[config.mk]
export PLATFORM = sky130hd
export DESIGN_NAME = rx_frame_sorter
export DESIGN_NICKNAME = d
export VERILOG_FILES = /design/src/rtl/rfs_pkg.sv /design/src/rtl/rfs_fc_decode.sv /design/src/rtl/rfs_route_sel.sv /design/src/rtl/rfs_sig_step.sv /design/src/rtl/rfs_dup_track.sv /design/src/rtl/rx_frame_sorter.sv
export SDC_FILE = /design/constraint.sdc
export NUM_CORES = 1
export LEC_CHECK = 0
export BUFFER_PORTS_ARGS = -buffer_cell sky130_fd_sc_hd__buf_2
export CORE_ASPECT_RATIO = 0.8
export CORE_MARGIN = 2
export CORE_UTILIZATION = 50
export DETAILED_ROUTE_END_ITERATION = 12
export GPL_TIMING_DRIVEN = 0
export PLACE_DENSITY = 0.7
export SYNTH_ARGS = -nofsm -noshare
export SYNTH_HDL_FRONTEND = slang
export SYNTH_SLANG_ARGS = --single-unit
export TNS_END_PERCENT = 5
[constraint.sdc]
create_clock -name clk -period 5.3 [get_ports clk]
set_input_delay 0.265 -clock clk [delete_from_list [all_inputs] [get_ports clk]]
set_output_delay 0.265 -clock clk [all_outputs]
set_load 0.005 [all_outputs]
[src/rtl/rfs_pkg.sv]
package rfs_pkg;

    typedef enum logic [1:0] {
        FT_VOID = 2'd0,
        FT_SMT  = 2'd1,
        FT_MAC  = 2'd2,
        FT_USER = 2'd3
    } ftype_e;

    typedef enum logic [2:0] {
        RT_DROP  = 3'd0,
        RT_CH0   = 3'd1,
        RT_CH1   = 3'd2,
        RT_CH2   = 3'd3,
        RT_SPLIT = 3'd4
    } route_e;

    localparam logic [1:0] CHAN0 = 2'd0;
    localparam logic [1:0] CHAN1 = 2'd1;
    localparam logic [1:0] CHAN2 = 2'd2;

    localparam int SHORT_ADDR_BYTES = 2;
    localparam int LONG_ADDR_BYTES  = 6;

endpackage

[src/rtl/rfs_fc_decode.sv]
module rfs_fc_decode
    import rfs_pkg::*;
(
    input  logic [7:0] fc,
    output ftype_e     ftype,
    output logic       long_addr
);
    logic       cls;
    logic [1:0] fmt;
    logic [3:0] ctl;

    always_comb begin
        cls       = fc[7];
        long_addr = fc[6];
        fmt       = fc[5:4];
        ctl       = fc[3:0];
        if (fmt != 2'b00) begin
            ftype = FT_USER;
        end else if (ctl == 4'd0) begin
            ftype = FT_VOID;
        end else if (cls) begin
            ftype = FT_MAC;
        end else begin
            ftype = FT_SMT;
        end
    end
endmodule

[src/rtl/rfs_route_sel.sv]
module rfs_route_sel
    import rfs_pkg::*;
(
    input  ftype_e ftype,
    input  logic   split_mode,
    input  logic   match_int,
    input  logic   match_ext,
    input  logic   promisc,
    output route_e route
);
    logic accepted;
    logic mgmt;

    always_comb begin
        accepted = match_int | match_ext | promisc;
        mgmt     = (ftype == FT_MAC) || (ftype == FT_SMT);
        route    = RT_DROP;
        if (ftype == FT_VOID) begin
            route = RT_DROP;
        end else if (split_mode) begin
            if (!accepted)  route = RT_DROP;
            else if (mgmt)  route = RT_CH0;
            else            route = RT_SPLIT;
        end else begin
            if (match_ext)                  route = RT_CH2;
            else if (match_int || promisc)  route = mgmt ? RT_CH0 : RT_CH1;
            else                            route = RT_DROP;
        end
    end
endmodule

[src/rtl/rfs_sig_step.sv]
module rfs_sig_step #(
    parameter int               SIG_W = 16,
    parameter logic [SIG_W-1:0] POLY  = 16'h1021
) (
    input  logic [SIG_W-1:0] sig_in,
    input  logic [7:0]       byte_in,
    output logic [SIG_W-1:0] sig_out
);
    logic [SIG_W-1:0] acc;
    logic             fb;

    always_comb begin
        acc = sig_in;
        fb  = 1'b0;
        for (int b = 7; b >= 0; b--) begin
            fb  = acc[SIG_W-1] ^ byte_in[b];
            acc = {acc[SIG_W-2:0], 1'b0};
            if (fb) acc = acc ^ POLY;
        end
        sig_out = acc;
    end
endmodule

[src/rtl/rfs_dup_track.sv]
module rfs_dup_track #(
    parameter int SIG_W = 16
) (
    input  logic             clk,
    input  logic             rst_n,
    input  logic             store,
    input  logic [SIG_W-1:0] sig_new,
    output logic             last_valid,
    output logic [SIG_W-1:0] last_sig
);
    typedef struct packed {
        logic             vld;
        logic [SIG_W-1:0] sig;
    } trk_t;

    trk_t trk_d, trk_q;

    always_comb begin
        trk_d = trk_q;
        if (store) begin
            trk_d.vld = 1'b1;
            trk_d.sig = sig_new;
        end
    end

    always_ff @(posedge clk or negedge rst_n) begin
        if (!rst_n) trk_q <= '0;
        else        trk_q <= trk_d;
    end

    assign last_valid = trk_q.vld;
    assign last_sig   = trk_q.sig;
endmodule

[src/rtl/rx_frame_sorter.sv]
module rx_frame_sorter
    import rfs_pkg::*;
#(
    parameter int               HLEN_W   = 6,
    parameter int               CNT_W    = 12,
    parameter int               SIG_W    = 16,
    parameter logic [SIG_W-1:0] SIG_POLY = 16'h1021
) (
    input  logic              clk,
    input  logic              rst_n,
    input  logic              cfg_split_mode,
    input  logic [HLEN_W-1:0] cfg_hdr_len,
    input  logic              cfg_dup_en,
    input  logic              cfg_promisc,
    input  logic              in_valid,
    input  logic              in_sof,
    input  logic              in_eof,
    input  logic [7:0]        in_data,
    input  logic              in_match_int,
    input  logic              in_match_ext,
    output logic              out_valid,
    output logic [1:0]        out_chan,
    output logic              out_sof,
    output logic              out_eof,
    output logic              out_abort,
    output logic [7:0]        out_data
);
    localparam logic [CNT_W-1:0] IDX_MAX    = {CNT_W{1'b1}};
    localparam logic [CNT_W-1:0] SPAN_SHORT = CNT_W'(2 * SHORT_ADDR_BYTES);
    localparam logic [CNT_W-1:0] SPAN_LONG  = CNT_W'(2 * LONG_ADDR_BYTES);
    localparam logic [SIG_W-1:0] SIG_INIT   = {SIG_W{1'b1}};

    typedef struct packed {
        logic              in_frame;
        logic [CNT_W-1:0]  idx;
        route_e            route;
        logic [HLEN_W-1:0] hdr;
        logic              is_mac;
        logic              long_addr;
        logic              dup_en;
        logic [SIG_W-1:0]  sig;
        logic              o_valid;
        logic [1:0]        o_chan;
        logic              o_sof;
        logic              o_eof;
        logic              o_abort;
        logic [7:0]        o_data;
    } st_t;

    st_t st_d, st_q;

    // decode of the incoming byte as an FC byte
    ftype_e fresh_type;
    logic   fresh_long;
    route_e fresh_route;

    rfs_fc_decode u_dec (
        .fc        (in_data),
        .ftype     (fresh_type),
        .long_addr (fresh_long)
    );

    rfs_route_sel u_route (
        .ftype      (fresh_type),
        .split_mode (cfg_split_mode),
        .match_int  (in_match_int),
        .match_ext  (in_match_ext),
        .promisc    (cfg_promisc),
        .route      (fresh_route)
    );

    // per-byte view of the frame in progress
    logic              first;
    logic              active;
    logic [CNT_W-1:0]  cur_idx;
    route_e            cur_route;
    logic [HLEN_W-1:0] cur_hdr;
    logic              cur_mac;
    logic              cur_long;
    logic              cur_dup_en;
    logic [CNT_W-1:0]  hdr_ext;
    logic [CNT_W-1:0]  addr_span;
    logic              in_hdr;
    logic              sig_take;
    logic [SIG_W-1:0]  sig_base;
    logic [SIG_W-1:0]  sig_stepped;
    logic [SIG_W-1:0]  sig_next;
    logic              last_valid;
    logic [SIG_W-1:0]  last_sig;
    logic              dup_hit;
    logic              mac_store;

    always_comb begin
        first      = in_valid && in_sof;
        active     = in_valid && (in_sof || st_q.in_frame);
        cur_idx    = first ? '0              : st_q.idx;
        cur_route  = first ? fresh_route     : st_q.route;
        cur_hdr    = first ? cfg_hdr_len     : st_q.hdr;
        cur_mac    = first ? (fresh_type == FT_MAC) : st_q.is_mac;
        cur_long   = first ? fresh_long      : st_q.long_addr;
        cur_dup_en = first ? cfg_dup_en      : st_q.dup_en;
        hdr_ext    = CNT_W'(cur_hdr);
        addr_span  = cur_long ? SPAN_LONG : SPAN_SHORT;
        in_hdr     = cur_idx < hdr_ext;
        sig_base   = first ? SIG_INIT : st_q.sig;
        sig_take   = (cur_idx == '0) || (cur_idx > addr_span);
        sig_next   = sig_take ? sig_stepped : sig_base;
    end

    rfs_sig_step #(
        .SIG_W (SIG_W),
        .POLY  (SIG_POLY)
    ) u_sig (
        .sig_in  (sig_base),
        .byte_in (in_data),
        .sig_out (sig_stepped)
    );

    always_comb begin
        dup_hit = active && in_eof && cur_mac && cur_dup_en && last_valid
                  && (sig_next == last_sig) && (cur_route != RT_DROP);
        mac_store = active && in_eof && cur_mac && (cur_route != RT_DROP) && !dup_hit;
    end

    rfs_dup_track #(
        .SIG_W (SIG_W)
    ) u_dup (
        .clk        (clk),
        .rst_n      (rst_n),
        .store      (mac_store),
        .sig_new    (sig_next),
        .last_valid (last_valid),
        .last_sig   (last_sig)
    );

    // next-state and output computation
    always_comb begin
        st_d         = st_q;
        st_d.o_valid = 1'b0;
        st_d.o_sof   = 1'b0;
        st_d.o_eof   = 1'b0;
        st_d.o_abort = 1'b0;
        if (active) begin
            st_d.in_frame  = !in_eof;
            st_d.idx       = (cur_idx == IDX_MAX) ? cur_idx : cur_idx + CNT_W'(1);
            st_d.route     = cur_route;
            st_d.hdr       = cur_hdr;
            st_d.is_mac    = cur_mac;
            st_d.long_addr = cur_long;
            st_d.dup_en    = cur_dup_en;
            st_d.sig       = sig_next;
            st_d.o_data    = in_data;
            case (cur_route)
                RT_CH0, RT_CH1, RT_CH2: begin
                    st_d.o_valid = 1'b1;
                    st_d.o_chan  = (cur_route == RT_CH0) ? CHAN0 :
                                   (cur_route == RT_CH1) ? CHAN1 : CHAN2;
                    st_d.o_sof   = (cur_idx == '0);
                    st_d.o_eof   = in_eof;
                    st_d.o_abort = dup_hit;
                end
                RT_SPLIT: begin
                    st_d.o_valid = 1'b1;
                    st_d.o_chan  = in_hdr ? CHAN1 : CHAN2;
                    st_d.o_sof   = in_hdr ? (cur_idx == '0) : (cur_idx == hdr_ext);
                    st_d.o_eof   = in_eof || (in_hdr && (cur_idx + CNT_W'(1) == hdr_ext));
                    st_d.o_abort = 1'b0;
                end
                default: begin
                    st_d.o_valid = 1'b0;
                end
            endcase
        end
    end

    always_ff @(posedge clk or negedge rst_n) begin
        if (!rst_n) st_q <= '0;
        else        st_q <= st_d;
    end

    assign out_valid = st_q.o_valid;
    assign out_chan  = st_q.o_chan;
    assign out_sof   = st_q.o_sof;
    assign out_eof   = st_q.o_eof;
    assign out_abort = st_q.o_abort;
    assign out_data  = st_q.o_data;
endmodule

== Word-level counts from Yosys, hierarchy flattened ==
Cells that the tools add are included.

* Bits of input ports: 24
* Word-level logic and storage cells: 109
* Output and inout bits: 14
* Bits in registers: 72

* Equality and inequality tests: 10
* Bitwise operators: 18
* Magnitude comparators: 2
* $add $sub $neg: 1
* Reduce and logical (&&, ||, !) cells: 27
* Mux-type cells: 35

{| class="wikitable"
|+ Operator list
! cell !! count
|-
| $mux W13 || 8
|-
| $mux W16 || 2
|-
| $eq A12 B6 Y1 || 2
|-
| $mux W12 || 2
|-
| $not A3 Y3 || 8
|-
| $mux W3 || 7
|-
| $eq A16 B16 Y1 || 1
|-
| $mux W14 || 1
|-
| $mux W2 || 7
|-
| $add A12 B1 Y12 const B || 1
|-
| $eq A12 B12 Y1 const B || 1
|-
| $gt A12 B4 Y1 || 1
|-
| $logic_not A12 Y1 || 1
|-
| $lt A12 B6 Y1 || 1
|-
| $logic_and A1 B1 Y1 || 11
|-
| $pmux W5 S2 || 1
|-
| $xor A1 B1 Y1 || 8
|-
| $eq A3 B2 Y1 const B || 2
|-
| $mux W6 || 1
|-
| $logic_or A1 B1 Y1 || 5
|-
| $mux W1 || 5
|-
| $logic_not A4 Y1 || 1
|-
| $mux W4 || 1
|-
| $reduce_bool A2 Y1 || 2
|-
| 11 further kinds || 13
|}

== Logic depth before layout (Yosys ltp) ==
* Depth after elaboration: 24
* Gate-level depth with buffers: 20
* Depth with buffers taken out: 14

== Cells and area by module ==
Synthesis repeated with hierarchy kept, for this count alone.

* Cell total of the unflattened synthesis: 482
* Area, all modules: 4616.9 um^2

{| class="wikitable"
|+ By module, submodules not included
! module !! instances !! area an instance (um^2) !! cells each !! sequential area each (um^2)
|-
| rx_frame_sorter || 1 || 3425.8 || 403 || 1376.3
|-
| rfs_dup_track || 1 || 676.9 || 36 || 425.4
|-
| rfs_sig_step || 1 || 395.4 || 26 || 0.0
|-
| rfs_route_sel || 1 || 81.3 || 11 || 0.0
|-
| rfs_fc_decode || 1 || 37.5 || 6 || 0.0
|}

== Worst setup path after synthesis ==
No wires, ideal clock.

* Path type: input port to flip-flop
* Start: input port in_sof
* End: register u_dup.trk_q (netlist bit u_dup.last_sig[3])
* Required time: 5.175 ns
* Slack: 1.147 ns
* Library setup time: 0.125 ns
* Stages: 20
* Buffers on the path: 6
* Arrival time: 4.028 ns
* Cell sequence: nand2_1 -> clkbuf_1 -> buf_1 -> clkbuf_1 -> nand2_1 -> nand2_1 -> inv_1 -> ha_1 -> nand2_1 -> or3_1 -> clkbuf_1 -> and4_4 -> buf_6 -> a32o_1 -> a211o_1 -> o21ai_0 -> nor3_1 -> a21oi_1 -> buf_6 -> mux2_4

* Cells in the longest elaborated chain, start to end: 18
* Elaborated cells on any way between the ends: 49
* Classes of those cells: order compare: 1; eq/ne: 1; mux: 16; bitwise: 16; reduce/logical: 15

{| class="wikitable"
|+ RTL lines
! what !! line !! text
|-
| from (decl) || rx_frame_sorter.sv:16 || <nowiki>input logic in_sof,</nowiki>
|-
| $logic_and A1 B1 Y1 || rx_frame_sorter.sv:94 || <nowiki>first = in_valid && in_sof;</nowiki>
|-
| $mux W16 || rx_frame_sorter.sv:105 || <nowiki>sig_base = first ? SIG_INIT : st_q.sig;</nowiki>
|-
| $xor A1 B1 Y1 or $not A3 Y3 (tied branches) || - ||
|-
| $mux W13 (5 in a row) || rfs_sig_step.sv:18 || <nowiki>if (fb) acc = acc ^ POLY;</nowiki>
|-
| $not A3 Y3 (no line) or $mux W13 (tied branches) || - ||
|-
| $mux W13 || rfs_sig_step.sv:18 ||
|-
| $mux W13 or $not A3 Y3 (tied branches) || - ||
|-
| $mux W13 || rfs_sig_step.sv:18 ||
|-
| $mux W16 || rx_frame_sorter.sv:107 || <nowiki>sig_next = sig_take ? sig_stepped : sig_base;</nowiki>
|-
| $eq A16 B16 Y1 || rx_frame_sorter.sv:121 || <nowiki>&& (sig_next == last_sig) && (cur_route != RT_DROP);</nowiki>
|-
| $logic_and A1 B1 Y1 (2 in a row) || rx_frame_sorter.sv:121 ||
|-
| $logic_not A1 Y1 || rx_frame_sorter.sv:122 || <nowiki>mac_store = active && in_eof && cur_mac && (cur_route != RT_DROP) && !dup_hit;</nowiki>
|-
| $logic_and A1 B1 Y1 || rx_frame_sorter.sv:122 ||
|-
| to (signal assigned) || rfs_dup_track.sv:28 || <nowiki>else trk_q <= trk_d;</nowiki>
|-
| to (decl) || rfs_dup_track.sv:16 || <nowiki>trk_t trk_d, trk_q;</nowiki>
|}

Parallel ways exist; a longest one is shown, timed or not.
A chain may end at the register's enable or synchronous reset.

== Worst setup path after layout ==
* Start: input port in_sof
* End: register u_dup.trk_q (netlist bit u_dup.last_sig[7])

Same word-level chain as after synthesis.

==> reports/summary.txt <==
GLOBAL ROUTE
----------------------------------------------------------------------------------------
Antenna violations before repair                                                       0
Most used routing layer                                                             met1
Global routing met3 resource utilization                                           7.07%
Pin count of the biggest net entering global routing                                  46
Global route overflow                                                                  0
Global routing usage summed across all routing layers                              29.2%
Global-route wire length before repair                                          23600 um
GR Layer Usage met2                                                                41.3%
Number of global-route vias before repair                                           4314
Met1 Resource Use GR                                                               44.3%

LAYOUT
----------------------------------------------------------------------------------------
FILL cells                                                                           899
Synthesis-to-layout area growth                                                    13.4%
Count of inserted antenna diode cells                                                  0
Post-layout nets                                                                     660
Final cell count without fillers                                                     750
Fraction of layout cells with a size suffix above 1                                13.3%

PWR
----------------------------------------------------------------------------------------
Clock power frac                                                                   19.4%
Reported leakage power                                                           2.57 nW
Total power                                                                      3.17 mW
NetSw                                                                            1.37 mW
Pint                                                                             1.80 mW
Power share of the combinational group                                             53.2%
Power density of the placed cells                                            566 nW/um^2
Switching part of the total                                                        43.1%
Sequential power share                                                             27.4%
Largest vdd supply drop                                                           243 uV

PLACE
----------------------------------------------------------------------------------------
Detailed placement HPWL                                                         11200 um
Cell Count Post-Placement                                                            733
Number of buffers added on ports                                                      34
Routability cong.                                                                  0.994

CTS
----------------------------------------------------------------------------------------
TritonCTS clock tree                                                                 yes
Post-CTS setup repair buffer count                                                     0
H-tree depth reported by CTS                                                           3
Root buf cell                                                               sky130_fd_sc_hd__clkbuf_16
Clock insertion delay at the later pin of the skew report                        0.34 ns
Clock-pin slew on the worst setup and hold paths                                 0.05 ns
Maximum clock insertion buffer count                                                   2
Clock sink count                                                                      72
Cts bufs inserted                                                                      9

LOGIC SYNTHESIS
----------------------------------------------------------------------------------------
Share of the yosys chip area belonging to registers                                36.5%
Yosys top cell area share                                                          36.5%
Number of cells produced by synthesis                                                579
Prevailing post-synth register cell                                         sky130_fd_sc_hd__dfrtp_1
Post-synth EDFFs                                                                       0
Number of distinct library cells after synthesis                                      66
Syn_area_per_cell                                                              8.52 um^2
Cell with the most instances after synthesis                                sky130_fd_sc_hd__nand2_1
Largest cells by area after synthesis                                       sky130_fd_sc_hd__dfrtp_1 (37%), sky130_fd_sc_hd__nand2_1 (7.2%), sky130_fd_sc_hd__xnor2_1 (5.5%)
Async set-or-reset flop fraction in the synthesized netlist                         100%
Cell area after synthesis                                                      4930 um^2
Post-synthesis register bit count                                                     72
Cell types with the highest counts after synthesis                          sky130_fd_sc_hd__nand2_1 (95), sky130_fd_sc_hd__dfrtp_1 (72), sky130_fd_sc_hd__o21ai_0 (43)
Dominant cell type by area after synthesis                                  sky130_fd_sc_hd__dfrtp_1
Synth Warn #                                                                           0
Synthesized netlist net count                                                        613

JOB
----------------------------------------------------------------------------------------
Count of maximum capacitance violations                                                0

WORST SETUP PATH
----------------------------------------------------------------------------------------
Critical Path End Type                                                         flip-flop
Number of buffer and inverter stages on the critical path                              7
Required time at the endpoint of the critical path                               5.52 ns
Cell type of the slowest stage on the worst timing path                     sky130_fd_sc_hd__clkbuf_1
CP Max Fanout                                                                         10
Category of cells accounting for the largest share of critical-path delay   buffers and inverters
Data arrival time of the critical path                                           5.20 ns
Cell repeated most along the worst path                                     sky130_fd_sc_hd__nand2_1
Type of origin of the critical path                                         primary input
Series of cell instances along the critical path                            buf_2 > nand2_1 > clkbuf_1 > clkbuf_2 > clkbuf_2 > nand2_1 > nand2_1 > inv_1 > ha_1 > nand2_1 > o21ai_1 > nand4_1 > buf_2 > a2bb2oi_1 > xnor2_1 > nand2_1 > nor4_1 > a21oi_1 > buf_6 > mux2_4
Delay contributed by the slowest stage of the critical path                      0.46 ns
Kind of critical path                                                          in -> reg

DIE
----------------------------------------------------------------------------------------
Die Outline Area                                                              10700 um^2
Number of placed I/O pins                                                             38
Core area                                                                      9610 um^2
Die Width                                                                         115 um
Placement row count                                                                   32
Initial standard-cell utilization of the core                                      51.3%
Die outline height                                                               92.8 um

DRT
----------------------------------------------------------------------------------------
Number of vias per cell                                                             6.12
Initial DRC Count                                                                    591
ANT nets after route                                                                   0
First-pass iteration count of the detailed router                                      5
Drt drc                                                                                0
Via count                                                                           4588
DRT Wirelength                                                                  14700 um
Wire per inst                                                                    19.6 um

TIMING
----------------------------------------------------------------------------------------
Post-route fraction of the period consumed by the critical path                    93.9%
Final Setup Violations                                                                 0
Final hold violations                                                                  0
Setup tns final                                                                     0 ns
Clock tree skew after final layout                                            0.00831 ns
RSZ-0062 raised after global routing                                                  no
Max-slew headroom at the worst pin                                                 50.9%
Final critical delay including setup and external delays                         4.98 ns
Max frequency                                                                    201 MHz
Final count of pins violating max slew                                                 0
Slew at the pin closest to its max-slew limit                                   0.731 ns

HOLD PATH
----------------------------------------------------------------------------------------
Path type of the worst min-delay path                                          in -> reg

RUN STATUS
----------------------------------------------------------------------------------------
Run status                                                                  finished, final reports clean

-- cells by family after synthesis --
group                    after synthesis  synth area share (%)
flip-flops                            72                  36.5
AND/OR/NAND/NOR                      210                  20.2
XOR/XNOR                              47                  9.18
multiplexers                          25                  5.48
AO/OA/AOI/OAI                        144                  19.4
buffers and inverters                 71                  6.70
adder cells (fa/ha/maj)               10                  2.54
-- worst paths after layout --
kind,from,endpoint,slack (ns),cells past startpoint
worst max-delay path,in_sof,u_dup.last_sig[7],0.32,20
worst min-delay path,cfg_hdr_len[0],st_q[33],0.14,3
worst max register to register,st_q[45],u_dup.last_sig[7],1.45,13
worst min register to register,st_q[33],st_q[33],0.47,2
max in group asynchronous,rst_n,u_dup.last_sig[8],4.35,3
min in group asynchronous,rst_n,st_q[48],0.38,2
-- per-layer routing --
metal / up-vias / share of wire (%)
met2: 237 / 41
met1: 2194 / 47
met5: - / 0
met3: 26 / 11
met4: 0 / 1.5
li1: 2131 / -
-- area by class of cell --
| cell class | instances | area [um^2] | share of cell area, % |
|---|---|---|---|
| Inverter | 25 | 93.8 | 1.68 |
| Buffer | 46 | 240 | 4.29 |
| Clock inverter | 3 | 40.0 | 0.715 |
| Timing Repair Buffer | 36 | 210 | 3.76 |
| Multi-Input combinational cell | 436 | 2800 | 50.1 |
| Tap cell | 119 | 149 | 2.66 |
| Sequential cell | 72 | 1800 | 32.2 |
| Clock buffer | 13 | 260 | 4.65 |
-- state kept, by name (all words and copies together), names as in the netlist --
signal and flops:
out_abort 1, st_q 41, out_data 8, out_sof 1, out_valid 1, out_eof 1
out_chan 2, u_dup.last_valid 1, u_dup.last_sig 16
-- worst min-delay path: cells and delay by family --
kind | cells | cell delay, ns
buffers and inverters | 1 | 0.08
and+or+nand+nor | 2 | 0.10
-- placed cells by master (no fill, tap or decap), types with 21 or more instances in the layout --
master and instances:
sky130_fd_sc_hd__a21oi_1 27, sky130_fd_sc_hd__buf_2 36, sky130_fd_sc_hd__clkbuf_1 27, sky130_fd_sc_hd__dfrtp_1 72, sky130_fd_sc_hd__inv_1 25, sky130_fd_sc_hd__nand2_1 95
sky130_fd_sc_hd__nand3_1 21, sky130_fd_sc_hd__nor2_1 26, sky130_fd_sc_hd__o21ai_0 43, sky130_fd_sc_hd__xnor2_1 31
-- power by group through the flow --
stage	Clock (mW)	Combinational [mW]	Sequential (mW)
3_5_place_dp	0	1.63	0.867
3_3_place_gp	0	1.61	0.861
5_1_grt	0.648	1.84	0.886
6_report	0.616	1.69	0.867
4_1_cts	0.625	1.64	0.861
2_1_floorplan	0	1.25	0.818
-- stage by stage --
stage / util [%] / hold slack, ns / setup WS [ns] / area, um^2
after floorplan: - / -0.0306 / 1.15 / 4930
after global routing: 58.2 / 0.166 / 0.0927 / 5600
after CTS: 58.2 / 0.136 / 0.0681 / 5590
final: 58.2 / 0.143 / 0.325 / 5600
after global placement: 54.7 / 0.456 / -0.210 / 5250
after detailed placement: 55.0 / 0.218 / -0.258 / 5280
-- what timing repair did --
| item | 4_1_cts | 5_1_grt |
|---|---|---|
| resized for setup | 0 | 5 |
| hold buffers | 1 | 0 |
| endpoints found under the hold margin | 27 | 0 |
| setup endpoints to repair | 0 | 12 |
Note: power is estimated with default switching activity, not from simulation.
